File: config.mk
export PLATFORM = sky130hd
export DESIGN_NAME = sw_alloc_rr
export DESIGN_NICKNAME = d
export VERILOG_FILES = /design/src/rtl/sa_pkg.sv /design/src/rtl/sa_rr_arb.sv /design/src/rtl/sa_credit_bank.sv /design/src/rtl/sa_vc_select.sv /design/src/rtl/sw_alloc_rr.sv
export SDC_FILE = /design/constraint.sdc
export NUM_CORES = 1
export LEC_CHECK = 0
export CORE_MARGIN = 2
export CORE_UTILIZATION = 60
export DETAILED_ROUTE_END_ITERATION = 12
export PLACE_DENSITY_LB_ADDON = 0.08
export SKIP_CTS_REPAIR_TIMING = 1
export SYNTH_ARGS = -nofsm -noshare
export SYNTH_HDL_FRONTEND = slang
export SYNTH_SLANG_ARGS = --single-unit
File: constraint.sdc
create_clock -name clk -period 7.9 [get_ports clk]
set_clock_uncertainty 0.05 [all_clocks]
set_input_delay 0.79 -clock clk [delete_from_list [all_inputs] [get_ports clk]]
set_output_delay 0.79 -clock clk [all_outputs]
set_load 0.03 [all_outputs]
File: src/rtl/sa_pkg.sv
package sa_pkg;

    typedef enum logic [2:0] {
        PORT_LOCAL = 3'd0,
        PORT_NORTH = 3'd1,
        PORT_EAST  = 3'd2,
        PORT_SOUTH = 3'd3,
        PORT_WEST  = 3'd4
    } port_e;

    // Wrap-around successor used by the round-robin pointers.
    function automatic int rr_next(input int idx, input int n);
        return (idx + 1 >= n) ? 0 : idx + 1;
    endfunction

endpackage

File: src/rtl/sa_rr_arb.sv
module sa_rr_arb
    import sa_pkg::*;
#(
    parameter int N  = 4,
    parameter int IW = (N > 1) ? $clog2(N) : 1
) (
    input  logic          clk,
    input  logic          rst_n,
    input  logic [N-1:0]  req,
    input  logic          advance,
    output logic [IW-1:0] gnt_idx,
    output logic          gnt_any
);

    logic [IW-1:0] ptr_q;
    logic [N-1:0]  gnt_oh;

    // Search upward from the pointer, wrapping, first requester wins.
    always_comb begin
        gnt_any = 1'b0;
        gnt_idx = '0;
        for (int k = 0; k < N; k++) begin
            if (!gnt_any && req[(int'(ptr_q) + k) % N]) begin
                gnt_any = 1'b1;
                gnt_idx = IW'((int'(ptr_q) + k) % N);
            end
        end
    end

    always_comb begin
        for (int i = 0; i < N; i++) begin
            gnt_oh[i] = gnt_any && (gnt_idx == IW'(i));
        end
    end

    always_ff @(posedge clk) begin
        if (!rst_n) begin
            ptr_q <= '0;
        end else if (advance && gnt_any) begin
            ptr_q <= IW'(rr_next(int'(gnt_idx), N));
        end
    end

    assert_grant_subset_R4: assert property (@(posedge clk) disable iff (!rst_n)
        ((gnt_oh & ~req) == '0) && $onehot0(gnt_oh));

    assert_ptr_hold_R7: assert property (@(posedge clk) disable iff (!rst_n)
        !(advance && gnt_any) |=> $stable(ptr_q));

endmodule

File: src/rtl/sa_credit_bank.sv
module sa_credit_bank #(
    parameter int NUM_OUT = 5,
    parameter int NUM_VC  = 2,
    parameter int DEPTH   = 4,
    parameter int CW      = $clog2(DEPTH + 1)
) (
    input  logic                        clk,
    input  logic                        rst_n,
    input  logic [NUM_OUT*NUM_VC-1:0]   take,
    input  logic [NUM_OUT*NUM_VC-1:0]   give,
    output logic [NUM_OUT*NUM_VC-1:0]   avail
);

    localparam int NCNT = NUM_OUT * NUM_VC;

    for (genvar i = 0; i < NCNT; i++) begin : g_cnt
        logic [CW-1:0] cnt_q;

        always_ff @(posedge clk) begin
            if (!rst_n) begin
                cnt_q <= CW'(DEPTH);
            end else begin
                cnt_q <= cnt_q + CW'(give[i]) - CW'(take[i]);
            end
        end

        assign avail[i] = (cnt_q != '0);

        assert_no_underflow_R8: assert property (@(posedge clk) disable iff (!rst_n)
            take[i] |-> (cnt_q != '0));

        assert_no_overflow_R9: assert property (@(posedge clk) disable iff (!rst_n)
            cnt_q <= CW'(DEPTH));
    end

endmodule

File: src/rtl/sa_vc_select.sv
module sa_vc_select #(
    parameter int NUM_PORTS = 5,
    parameter int NUM_VC    = 2,
    parameter int PW        = 3,
    parameter int VW        = 1
) (
    input  logic                           clk,
    input  logic                           rst_n,
    input  logic [NUM_VC-1:0]              vc_req,
    input  logic [NUM_VC*PW-1:0]           vc_port,
    input  logic [NUM_VC*VW-1:0]           vc_ovc,
    input  logic [NUM_PORTS*NUM_VC-1:0]    avail,
    input  logic                           won,
    output logic                           pick_any,
    output logic [VW-1:0]                  pick_vc,
    output logic [PW-1:0]                  pick_port,
    output logic [VW-1:0]                  pick_ovc
);

    logic [NUM_VC-1:0] elig;

    // A VC competes only with a valid port and a free downstream slot.
    always_comb begin
        for (int v = 0; v < NUM_VC; v++) begin
            elig[v] = 1'b0;
            if (vc_req[v]
                && (int'(vc_port[v*PW +: PW]) < NUM_PORTS)
                && (int'(vc_ovc[v*VW +: VW]) < NUM_VC)) begin
                elig[v] = avail[int'(vc_port[v*PW +: PW]) * NUM_VC
                                + int'(vc_ovc[v*VW +: VW])];
            end
        end
    end

    sa_rr_arb #(
        .N  (NUM_VC),
        .IW (VW)
    ) u_vc_arb (
        .clk     (clk),
        .rst_n   (rst_n),
        .req     (elig),
        .advance (won),
        .gnt_idx (pick_vc),
        .gnt_any (pick_any)
    );

    assign pick_port = vc_port[int'(pick_vc)*PW +: PW];
    assign pick_ovc  = vc_ovc[int'(pick_vc)*VW +: VW];

    assert_pick_has_credit_R3: assert property (@(posedge clk) disable iff (!rst_n)
        pick_any |-> ((int'(pick_port) < NUM_PORTS) && vc_req[pick_vc]
                      && avail[int'(pick_port)*NUM_VC + int'(pick_ovc)]));

    assert_loser_waits_R7: assert property (@(posedge clk) disable iff (!rst_n)
        won |-> pick_any);

endmodule

File: src/rtl/sw_alloc_rr.sv
module sw_alloc_rr
    import sa_pkg::*;
#(
    parameter int NUM_PORTS  = 5,
    parameter int NUM_VC     = 2,
    parameter int CRED_DEPTH = 4,
    parameter int PORT_W     = $clog2(NUM_PORTS),
    parameter int VC_W       = (NUM_VC > 1) ? $clog2(NUM_VC) : 1
) (
    input  logic                               clk,
    input  logic                               rst_n,
    input  logic [NUM_PORTS*NUM_VC-1:0]        req_valid,
    input  logic [NUM_PORTS*NUM_VC*PORT_W-1:0] req_oport,
    input  logic [NUM_PORTS*NUM_VC*VC_W-1:0]   req_ovc,
    input  logic [NUM_PORTS*NUM_VC-1:0]        cred_ret,
    output logic [NUM_PORTS-1:0]               in_gnt_valid,
    output logic [NUM_PORTS*VC_W-1:0]          in_gnt_vc,
    output logic [NUM_PORTS-1:0]               xbar_valid,
    output logic [NUM_PORTS*PORT_W-1:0]        xbar_sel
);

    localparam int NREQ = NUM_PORTS * NUM_VC;

    logic [NUM_PORTS-1:0] s1_any;
    logic [VC_W-1:0]      s1_vc   [NUM_PORTS];
    logic [PORT_W-1:0]    s1_port [NUM_PORTS];
    logic [VC_W-1:0]      s1_ovc  [NUM_PORTS];
    logic [NUM_PORTS-1:0] in_won;
    logic [NUM_PORTS-1:0] oreq    [NUM_PORTS];
    logic [NUM_PORTS-1:0] s2_any;
    logic [PORT_W-1:0]    s2_idx  [NUM_PORTS];
    logic [NREQ-1:0]      avail;
    logic [NREQ-1:0]      take;

    // Stage 1: one VC per input.
    for (genvar p = 0; p < NUM_PORTS; p++) begin : g_in
        sa_vc_select #(
            .NUM_PORTS (NUM_PORTS),
            .NUM_VC    (NUM_VC),
            .PW        (PORT_W),
            .VW        (VC_W)
        ) u_sel (
            .clk       (clk),
            .rst_n     (rst_n),
            .vc_req    (req_valid[p*NUM_VC +: NUM_VC]),
            .vc_port   (req_oport[p*NUM_VC*PORT_W +: NUM_VC*PORT_W]),
            .vc_ovc    (req_ovc[p*NUM_VC*VC_W +: NUM_VC*VC_W]),
            .avail     (avail),
            .won       (in_won[p]),
            .pick_any  (s1_any[p]),
            .pick_vc   (s1_vc[p]),
            .pick_port (s1_port[p]),
            .pick_ovc  (s1_ovc[p])
        );
    end

    // Route stage-1 winners to the output they target.
    always_comb begin
        for (int o = 0; o < NUM_PORTS; o++) begin
            for (int p = 0; p < NUM_PORTS; p++) begin
                oreq[o][p] = s1_any[p] && (s1_port[p] == PORT_W'(o));
            end
        end
    end

    // Stage 2: one input per output, all outputs in parallel.
    for (genvar o = 0; o < NUM_PORTS; o++) begin : g_out
        sa_rr_arb #(
            .N  (NUM_PORTS),
            .IW (PORT_W)
        ) u_port_arb (
            .clk     (clk),
            .rst_n   (rst_n),
            .req     (oreq[o]),
            .advance (1'b1),
            .gnt_idx (s2_idx[o]),
            .gnt_any (s2_any[o])
        );
    end

    // Feed the outcome back to stage 1 and to the credit counters.
    always_comb begin
        in_won = '0;
        take   = '0;
        for (int o = 0; o < NUM_PORTS; o++) begin
            if (s2_any[o]) begin
                in_won[s2_idx[o]] = 1'b1;
                take[o*NUM_VC + int'(s1_ovc[s2_idx[o]])] = 1'b1;
            end
        end
    end

    sa_credit_bank #(
        .NUM_OUT (NUM_PORTS),
        .NUM_VC  (NUM_VC),
        .DEPTH   (CRED_DEPTH)
    ) u_credits (
        .clk   (clk),
        .rst_n (rst_n),
        .take  (take),
        .give  (cred_ret),
        .avail (avail)
    );

    // Registered grant and crossbar select outputs.
    always_ff @(posedge clk) begin
        if (!rst_n) begin
            in_gnt_valid <= '0;
            in_gnt_vc    <= '0;
            xbar_valid   <= '0;
            xbar_sel     <= '0;
        end else begin
            for (int p = 0; p < NUM_PORTS; p++) begin
                in_gnt_valid[p]              <= in_won[p];
                in_gnt_vc[p*VC_W +: VC_W]    <= in_won[p] ? s1_vc[p] : '0;
                xbar_valid[p]                <= s2_any[p];
                xbar_sel[p*PORT_W +: PORT_W] <= s2_any[p] ? s2_idx[p] : '0;
            end
        end
    end

    for (genvar a = 0; a < NUM_PORTS; a++) begin : g_chk_a
        for (genvar b = a + 1; b < NUM_PORTS; b++) begin : g_chk_b
            assert_distinct_inputs_R4: assert property (@(posedge clk) disable iff (!rst_n)
                (xbar_valid[a] && xbar_valid[b])
                |-> (xbar_sel[a*PORT_W +: PORT_W] != xbar_sel[b*PORT_W +: PORT_W]));
        end
    end

    assert_grant_balance_R4: assert property (@(posedge clk) disable iff (!rst_n)
        $countones(in_gnt_valid) == $countones(xbar_valid));

    assert_grant_latency_R2: assert property (@(posedge clk) disable iff (!rst_n)
        (|req_valid) == 1'b0 |=> (in_gnt_valid == '0));

endmodule

==> results of run 1 <==
## per-stage QoR
stage	setup slack (ns)	cell area, sq um	instances	utilization
floorplan	0.915	13000	1717	-
global placement	0.625	14100	2036	0.665
detailed placement	0.587	14100	2036	0.665
CTS	0.573	14400	2052	0.680
global route	0.0259	14400	2055	0.681
finish	0.497	14400	2055	0.681
## synthesized netlist by cell type (7+ instances only)
cell type,count,area share
a2111oi_0,7,0.0047
nand2b_1,56,0.027
nor2_1,132,0.038
fa_1,11,0.017
a21boi_0,11,0.0064
xnor2_1,76,0.051
a21oi_1,110,0.042
nand2_1,108,0.031
nor4b_1,11,0.0074
a32oi_1,8,0.0054
nor4_1,49,0.024
nand4_1,7,0.0034
o211ai_1,24,0.014
a211oi_1,15,0.0087
o31ai_1,10,0.0058
o211a_1,10,0.0077
a31oi_1,20,0.0096
mux2_2,17,0.015
ha_1,134,0.13
a211o_1,18,0.012
nand3b_1,7,0.0040
and3_1,19,0.0092
a21o_1,14,0.0081
a22oi_1,15,0.0087
nor2b_1,23,0.011
o32ai_1,13,0.0088
and2_1,37,0.018
o21a_1,17,0.0098
o221ai_1,7,0.0047
dfxtp_1,80,0.12
nand3_1,36,0.014
buf_2,25,0.0096
mux2i_1,57,0.044
o21ai_0,57,0.022
o21ai_1,8,0.0031
inv_1,136,0.039
clkbuf_1,34,0.0098
nor3b_1,8,0.0046
o22ai_1,15,0.0072
o22a_1,9,0.0061
or2_2,14,0.0067
or3_1,22,0.011
or4_1,9,0.0052
nor3_1,49,0.019
## how the worst max path moves through the flow
stage	startpoint	endpoint	slack, ns	cells past startpoint
6_report	g_out[1].u_port_arb.ptr_q[1]	u_credits.g_cnt[3].cnt_q[1]	0.50	29
5_1_grt	g_out[1].u_port_arb.ptr_q[1]	u_credits.g_cnt[2].cnt_q[2]	0.03	32
4_1_cts	g_out[1].u_port_arb.ptr_q[1]	u_credits.g_cnt[3].cnt_q[1]	0.57	29
3_5_place_dp	g_out[1].u_port_arb.ptr_q[1]	u_credits.g_cnt[3].cnt_q[1]	0.59	29
3_3_place_gp	req_ovc[5]	u_credits.g_cnt[5].cnt_q[2]	0.62	23
2_1_floorplan	g_out[1].u_port_arb.ptr_q[0]	u_credits.g_cnt[2].cnt_q[2]	0.92	33
## state kept, by name, summed over array words and instances, names as in the netlist
| register | count |
|---|---|
| in_gnt_vc | 5 |
| xbar_valid | 5 |
| u_credits.g_cnt.cnt_q | 30 |
| xbar_sel | 15 |
| g_out.u_port_arb.ptr_q | 15 |
| in_gnt_valid | 5 |
| g_in.u_sel.u_vc_arb.ptr_q | 5 |
## metal layers
| layer | vias to the layer above | global-route usage | share of wire |
|---|---|---|---|
| met5 | - | 0 | 0 |
| met4 | 0 | 0.172 | 0.048 |
| met3 | 142 | 0.0639 | 0.090 |
| met2 | 743 | 0.535 | 0.43 |
| met1 | 6303 | 0.469 | 0.43 |
| li1 | 6474 | - | - |
## layout by cell type, fill, tap and decap left out, types with 10 or more instances in the layout
master / netlist / routed
and3_1: 19 / 19
dfxtp_1: 80 / 80
nor4b_1: 11 / 11
a211oi_1: 15 / 15
mux2_2: 17 / 17
ha_1: 134 / 134
and2_1: 37 / 37
clkdlybuf4s50_1: 0 / 91
or3_1: 22 / 22
a31oi_1: 20 / 20
nor3_1: 49 / 49
inv_1: 136 / 136
nand3_1: 36 / 36
o22ai_1: 15 / 15
nand2b_1: 56 / 56
o31ai_1: 10 / 10
o32ai_1: 13 / 12
mux2i_1: 57 / 57
fa_1: 11 / 11
a21oi_1: 110 / 110
a22oi_1: 15 / 15
a21o_1: 14 / 14
nor2_1: 132 / 132
nand2_1: 108 / 108
o21ai_0: 57 / 57
a21boi_0: 11 / 11
xnor2_1: 76 / 76
a211o_1: 18 / 18
nor2b_1: 23 / 23
buf_4: 2 / 25
nor4_1: 49 / 49
o211a_1: 10 / 10
or2_2: 14 / 14
o211ai_1: 24 / 24
o21a_1: 17 / 17
## kinds of logic (layout without fill, tap and decap cells)
group | after synthesis | count (layout) | synth area share
and+or+nand+nor | 627 | 627 | 0.265
AOI/OAI and AO/OA | 495 | 495 | 0.284
buffers and inverters | 216 | 279 | 0.0683
adders and majority gates | 145 | 145 | 0.146
DFF | 80 | 80 | 0.123
xor gates and xnor gates | 79 | 79 | 0.0533
muxes | 75 | 75 | 0.0604
## critical path, delay by kind of cell, from the launching register on
kind	cells	cell delay [ns]
xor gates and xnor gates	1	0.19
adders and majority gates	7	1.94
buffers and inverters	5	0.61
DFF	1	0.41
muxes	1	0.43
AOI/OAI and AO/OA	7	1.47
and+or+nand+nor	8	2.21
## layout make-up
class,instances,share of cell area
multi-input combinational,1421,0.729
clock buffer,10,0.0159
timing repair buffer,116,0.0762
tap,275,0.0239
inverter,147,0.0383
clock inverter,6,0.00581
sequential,80,0.111
==> flow_metrics.tcl, run 1 <==
set metrics [dict create \
    reg2reg_depth 29 \
    critPathKind "reg -> reg" \
    worstMarginPinSlew_ns 0.993 \
    cts_root_buf "clkbuf_16" \
    required_ns 8.10 \
    num_vias 13700 \
    drtIter0Drc 1433 \
    fin_nets 1982 \
    synth_edf_count 0 \
    min_path_type "reg -> reg" \
    cts_htree_levels 3 \
    clock_sinks 80 \
    clockBufferDepth 2 \
    synth.distinct_cells 119 \
    register_area_sq_mm 0.00160 \
    cp_slowest_cell "nor3_1" \
    critPathMaxStageDelay_ns 0.46 \
    drive_gt1_frac 0.0815 \
    finalHoldViolations 0 \
    yosysSeqAreaShare 0.123 \
    post_drt_wl_per_cell_um 19.7 \
    n_fill_cell 1852 \
    worst_r2r_endpoint "u_credits.g_cnt[3].cnt_q[1]" \
    grt_pass1_vias 12300 \
    port_buffers 91 \
    ys_seq_elements 80 \
    async_flop_share 0 \
    top_level_ports 92 \
    antenna_found_initial 0 \
    netlist_instances 1717 \
    critPathArrivalTime_ns 7.61 \
    grt_overflow 0 \
    setup_tns_ns 0 \
    cts_tree "built" \
    finalMaxSlewViolations 0 \
    yosys_warnings 0 \
    initial_core_util 0.614 \
    relSlewSlack 0.321 \
    grt_usage 0.348 \
    synth_nets 1924 \
    endpoint_kind "flop" \
    drc_errors 0 \
    multi_input_area_sq_mm 0.0105 \
    timing.rr.start "g_out[1].u_port_arb.ptr_q[1]" \
    cpMostUsedCell "ha_1" \
    rsz0062_at_grt "no" \
    avgViaCountPerCell 6.65 \
    cts_buffers 9 \
    hold_depth 2 \
    r2r_slack_ns 0.50 \
    antenna_cells 0 \
    max_freq_ghz 0.135 \
    wl_um 40500 \
    crit_path_max_fanout 9 \
    grt_first_pass_wirelength_um 63000 \
    synth_area_sq_mm 0.0130 \
    max_cap_viol_count 0 \
    ant_nets 0 \
    syn-mean-instance-area_sq_um 7.56 \
    die-width_um 151 \
    holdWs_ns 0.433 \
    hold_end "g_in[0].u_sel.u_vc_arb.ptr_q" \
    fin_crit_sh 0.937 \
    grt_max_degree 46 \
    die_h_um 151 \
    dp_hpwl_um 31700 \
    synth_ff_type "dfxtp_1" \
    fin_crit_ns 7.40 \
    row_count 53 \
    worstSetupStartpointType "flop" \
    core_area_sq_mm 0.0212 \
    clk_pin_slew_ns 0.07 \
    fp.dieArea_sq_mm 0.0228 \
    clk_latency_ns 0.36 \
    hold_path_startpoint "g_in[0].u_sel.u_vc_arb.ptr_q" \
    area_growth_pct 11.0 \
    firstDrtPassIters 8 \
    setup_violations 0 \
    status "complete, no violations" \
    gp_congestion 0.981 \
]
Power of run 1 is left out: the tool's default activity adds up to more than one toggle a clock period on the data nets, which glitch-free logic cannot reach.
==> inputs of run 2 (changes only) <==
==> constraint.sdc (replaced) <==
create_clock -name clk -period 7.9 [get_ports clk]
set_clock_uncertainty 0.05 [all_clocks]
set_input_delay 1.58 -clock clk [delete_from_list [all_inputs] [get_ports clk]]
set_output_delay 1.58 -clock clk [all_outputs]
set_load 0.03 [all_outputs]
==> flow_metrics.tcl, run 2 (synthesis results as in run 1) <==
set metrics [dict create \
    drtIter0Drc 1365 \
    n_fill_cell 1820 \
    worstMarginPinSlew_ns 0.976 \
    met2_length_um 19000 \
    critPathKind "in -> reg" \
    cts_htree_levels 3 \
    critPathArrivalTime_ns 7.61 \
    clk_latency_ns 0.36 \
    cts_tree "built" \
    initial_core_util 0.614 \
    cts_buffers 9 \
    placed_cells 2077 \
    required_ns 8.08 \
    grt_pass1_vias 12900 \
    final_cell_mix "inv_1 (136), ha_1 (134), nor2_1 (132)" \
    mostFrequentLayoutCell "inv_1" \
    clk_pin_slew_ns 0.07 \
    max_cap_viol_count 0 \
    die_h_um 151 \
    crit_path_max_fanout 8 \
    area_growth_pct 13.5 \
    cp_slowest_cell "clkdlybuf4s50_1" \
    port_buffers 91 \
    cts_root_buf "clkbuf_16" \
    place_area_sq_mm 0.0144 \
    wl_um 42700 \
    dp_hpwl_um 33300 \
    largest_register "u_credits.g_cnt.cnt_q" \
    die-width_um 151 \
    antenna_cells 0 \
    pre_cts_ws_ns -0.133 \
    drc_errors 0 \
    largest_reg_flops 30 \
    num_vias 14000 \
    grt_first_pass_wirelength_um 66700 \
    fin_nets 2020 \
    drive_gt1_frac 0.104 \
    wl_met3_um 4090 \
    r2r_slack_ns 0.54 \
    clockBufferDepth 2 \
    critPathMaxStageDelay_ns 0.70 \
    fin_cells 2093 \
    grt_overflow 0 \
    clock_sinks 80 \
    crit_chain "clkdlybuf4s50_1 -> nor4b_1 -> o21ai_0 -> a311o_1 -> a211o_1 -> a21boi_2 -> o21ai_0 -> mux2_2 -> o211ai_2 -> mux2i_1 -> nor2_1 -> a31oi_2 -> inv_1 -> mux2i_1 -> o221a_2 -> nor2b_1 -> ha_1 -> inv_1 -> ha_1 -> fa_1 -> xnor2_1 -> xnor2_1 -> nand2_1" \
    status "complete, no violations" \
    fin_crit_sh 0.941 \
    crit_buf_inv 3 \
    setup_ws_ns 0.466 \
    multi_input_area_sq_mm 0.0105 \
    crit_family "compound AO/OA/AOI/OAI gates" \
    relSlewSlack 0.346 \
    max_freq_ghz 0.135 \
    row_count 53 \
    drt-met1-wl_um 17600 \
    finalMaxSlewViolations 0 \
    fin_crit_ns 7.43 \
    antenna_found_initial 0 \
    top_level_ports 92 \
    final_area_sq_mm 0.0147 \
    avgViaCountPerCell 6.67 \
    worstSetupStartpointType "input pin" \
    endpoint_kind "flop" \
    firstDrtPassIters 9 \
    setup_violations 0 \
    core_area_sq_mm 0.0212 \
    fp.dieArea_sq_mm 0.0228 \
    grt_usage 0.369 \
    highest_layer "met4" \
    grt_max_degree 46 \
    finalHoldViolations 0 \
    ant_nets 0 \
    min_path_type "reg -> reg" \
    post_drt_wl_per_cell_um 20.4 \
    gp_congestion 0.999 \
    register_area_sq_mm 0.00160 \
    reg.largest.list "u_credits.g_cnt.cnt_q (30), g_out.u_port_arb.ptr_q (15), xbar_sel (15)" \
]
[run 2: worst paths after layout]
| kind | start | to | depth (start not counted) |
|---|---|---|---|
| max | req_ovc[5] | u_credits.g_cnt[1].cnt_q[2] | 23 |
| min | g_in[1].u_sel.u_vc_arb.ptr_q | g_in[1].u_sel.u_vc_arb.ptr_q | 2 |
| max reg2reg | g_out[1].u_port_arb.ptr_q[1] | u_credits.g_cnt[3].cnt_q[2] | 32 |
| min reg2reg | g_in[1].u_sel.u_vc_arb.ptr_q | g_in[1].u_sel.u_vc_arb.ptr_q | 2 |
[run 2: final cells by class]
cell class              instances  area share
clock buffers                   9      0.0153
clock inverters                 7     0.00687
inverters                     147      0.0374
multi-input cells            1421       0.715
flip-flops and latches         80       0.109
well taps                     275      0.0233
repair buffers                154      0.0938
[run 2: stage by stage]
step | setup TNS [ns] | utilization | hold slack [ns]
global route | -0.00107 | 0.697 | 0.471
floorplan | 0 | - | 0.393
CTS | 0 | 0.696 | 0.439
detailed placement | -0.680 | 0.680 | 0.426
finish | 0 | 0.697 | 0.436
global placement | 0 | 0.680 | 0.412
[run 2: per-layer routing]
metal / vias up / track usage
met4: 0 / 0.154
met2: 729 / 0.597
li1: 6548 / -
met1: 6528 / 0.482
met3: 145 / 0.0678
met5: - / 0
[run 2: worst min-delay path: cells and delay by family, from the launching register on]
family | cells | cell delay, ns
AND/OR/NAND/NOR | 1 | 0.06
multiplexers | 1 | 0.06
flip-flops | 1 | 0.33
Power of run 2 is left out for the same reason.
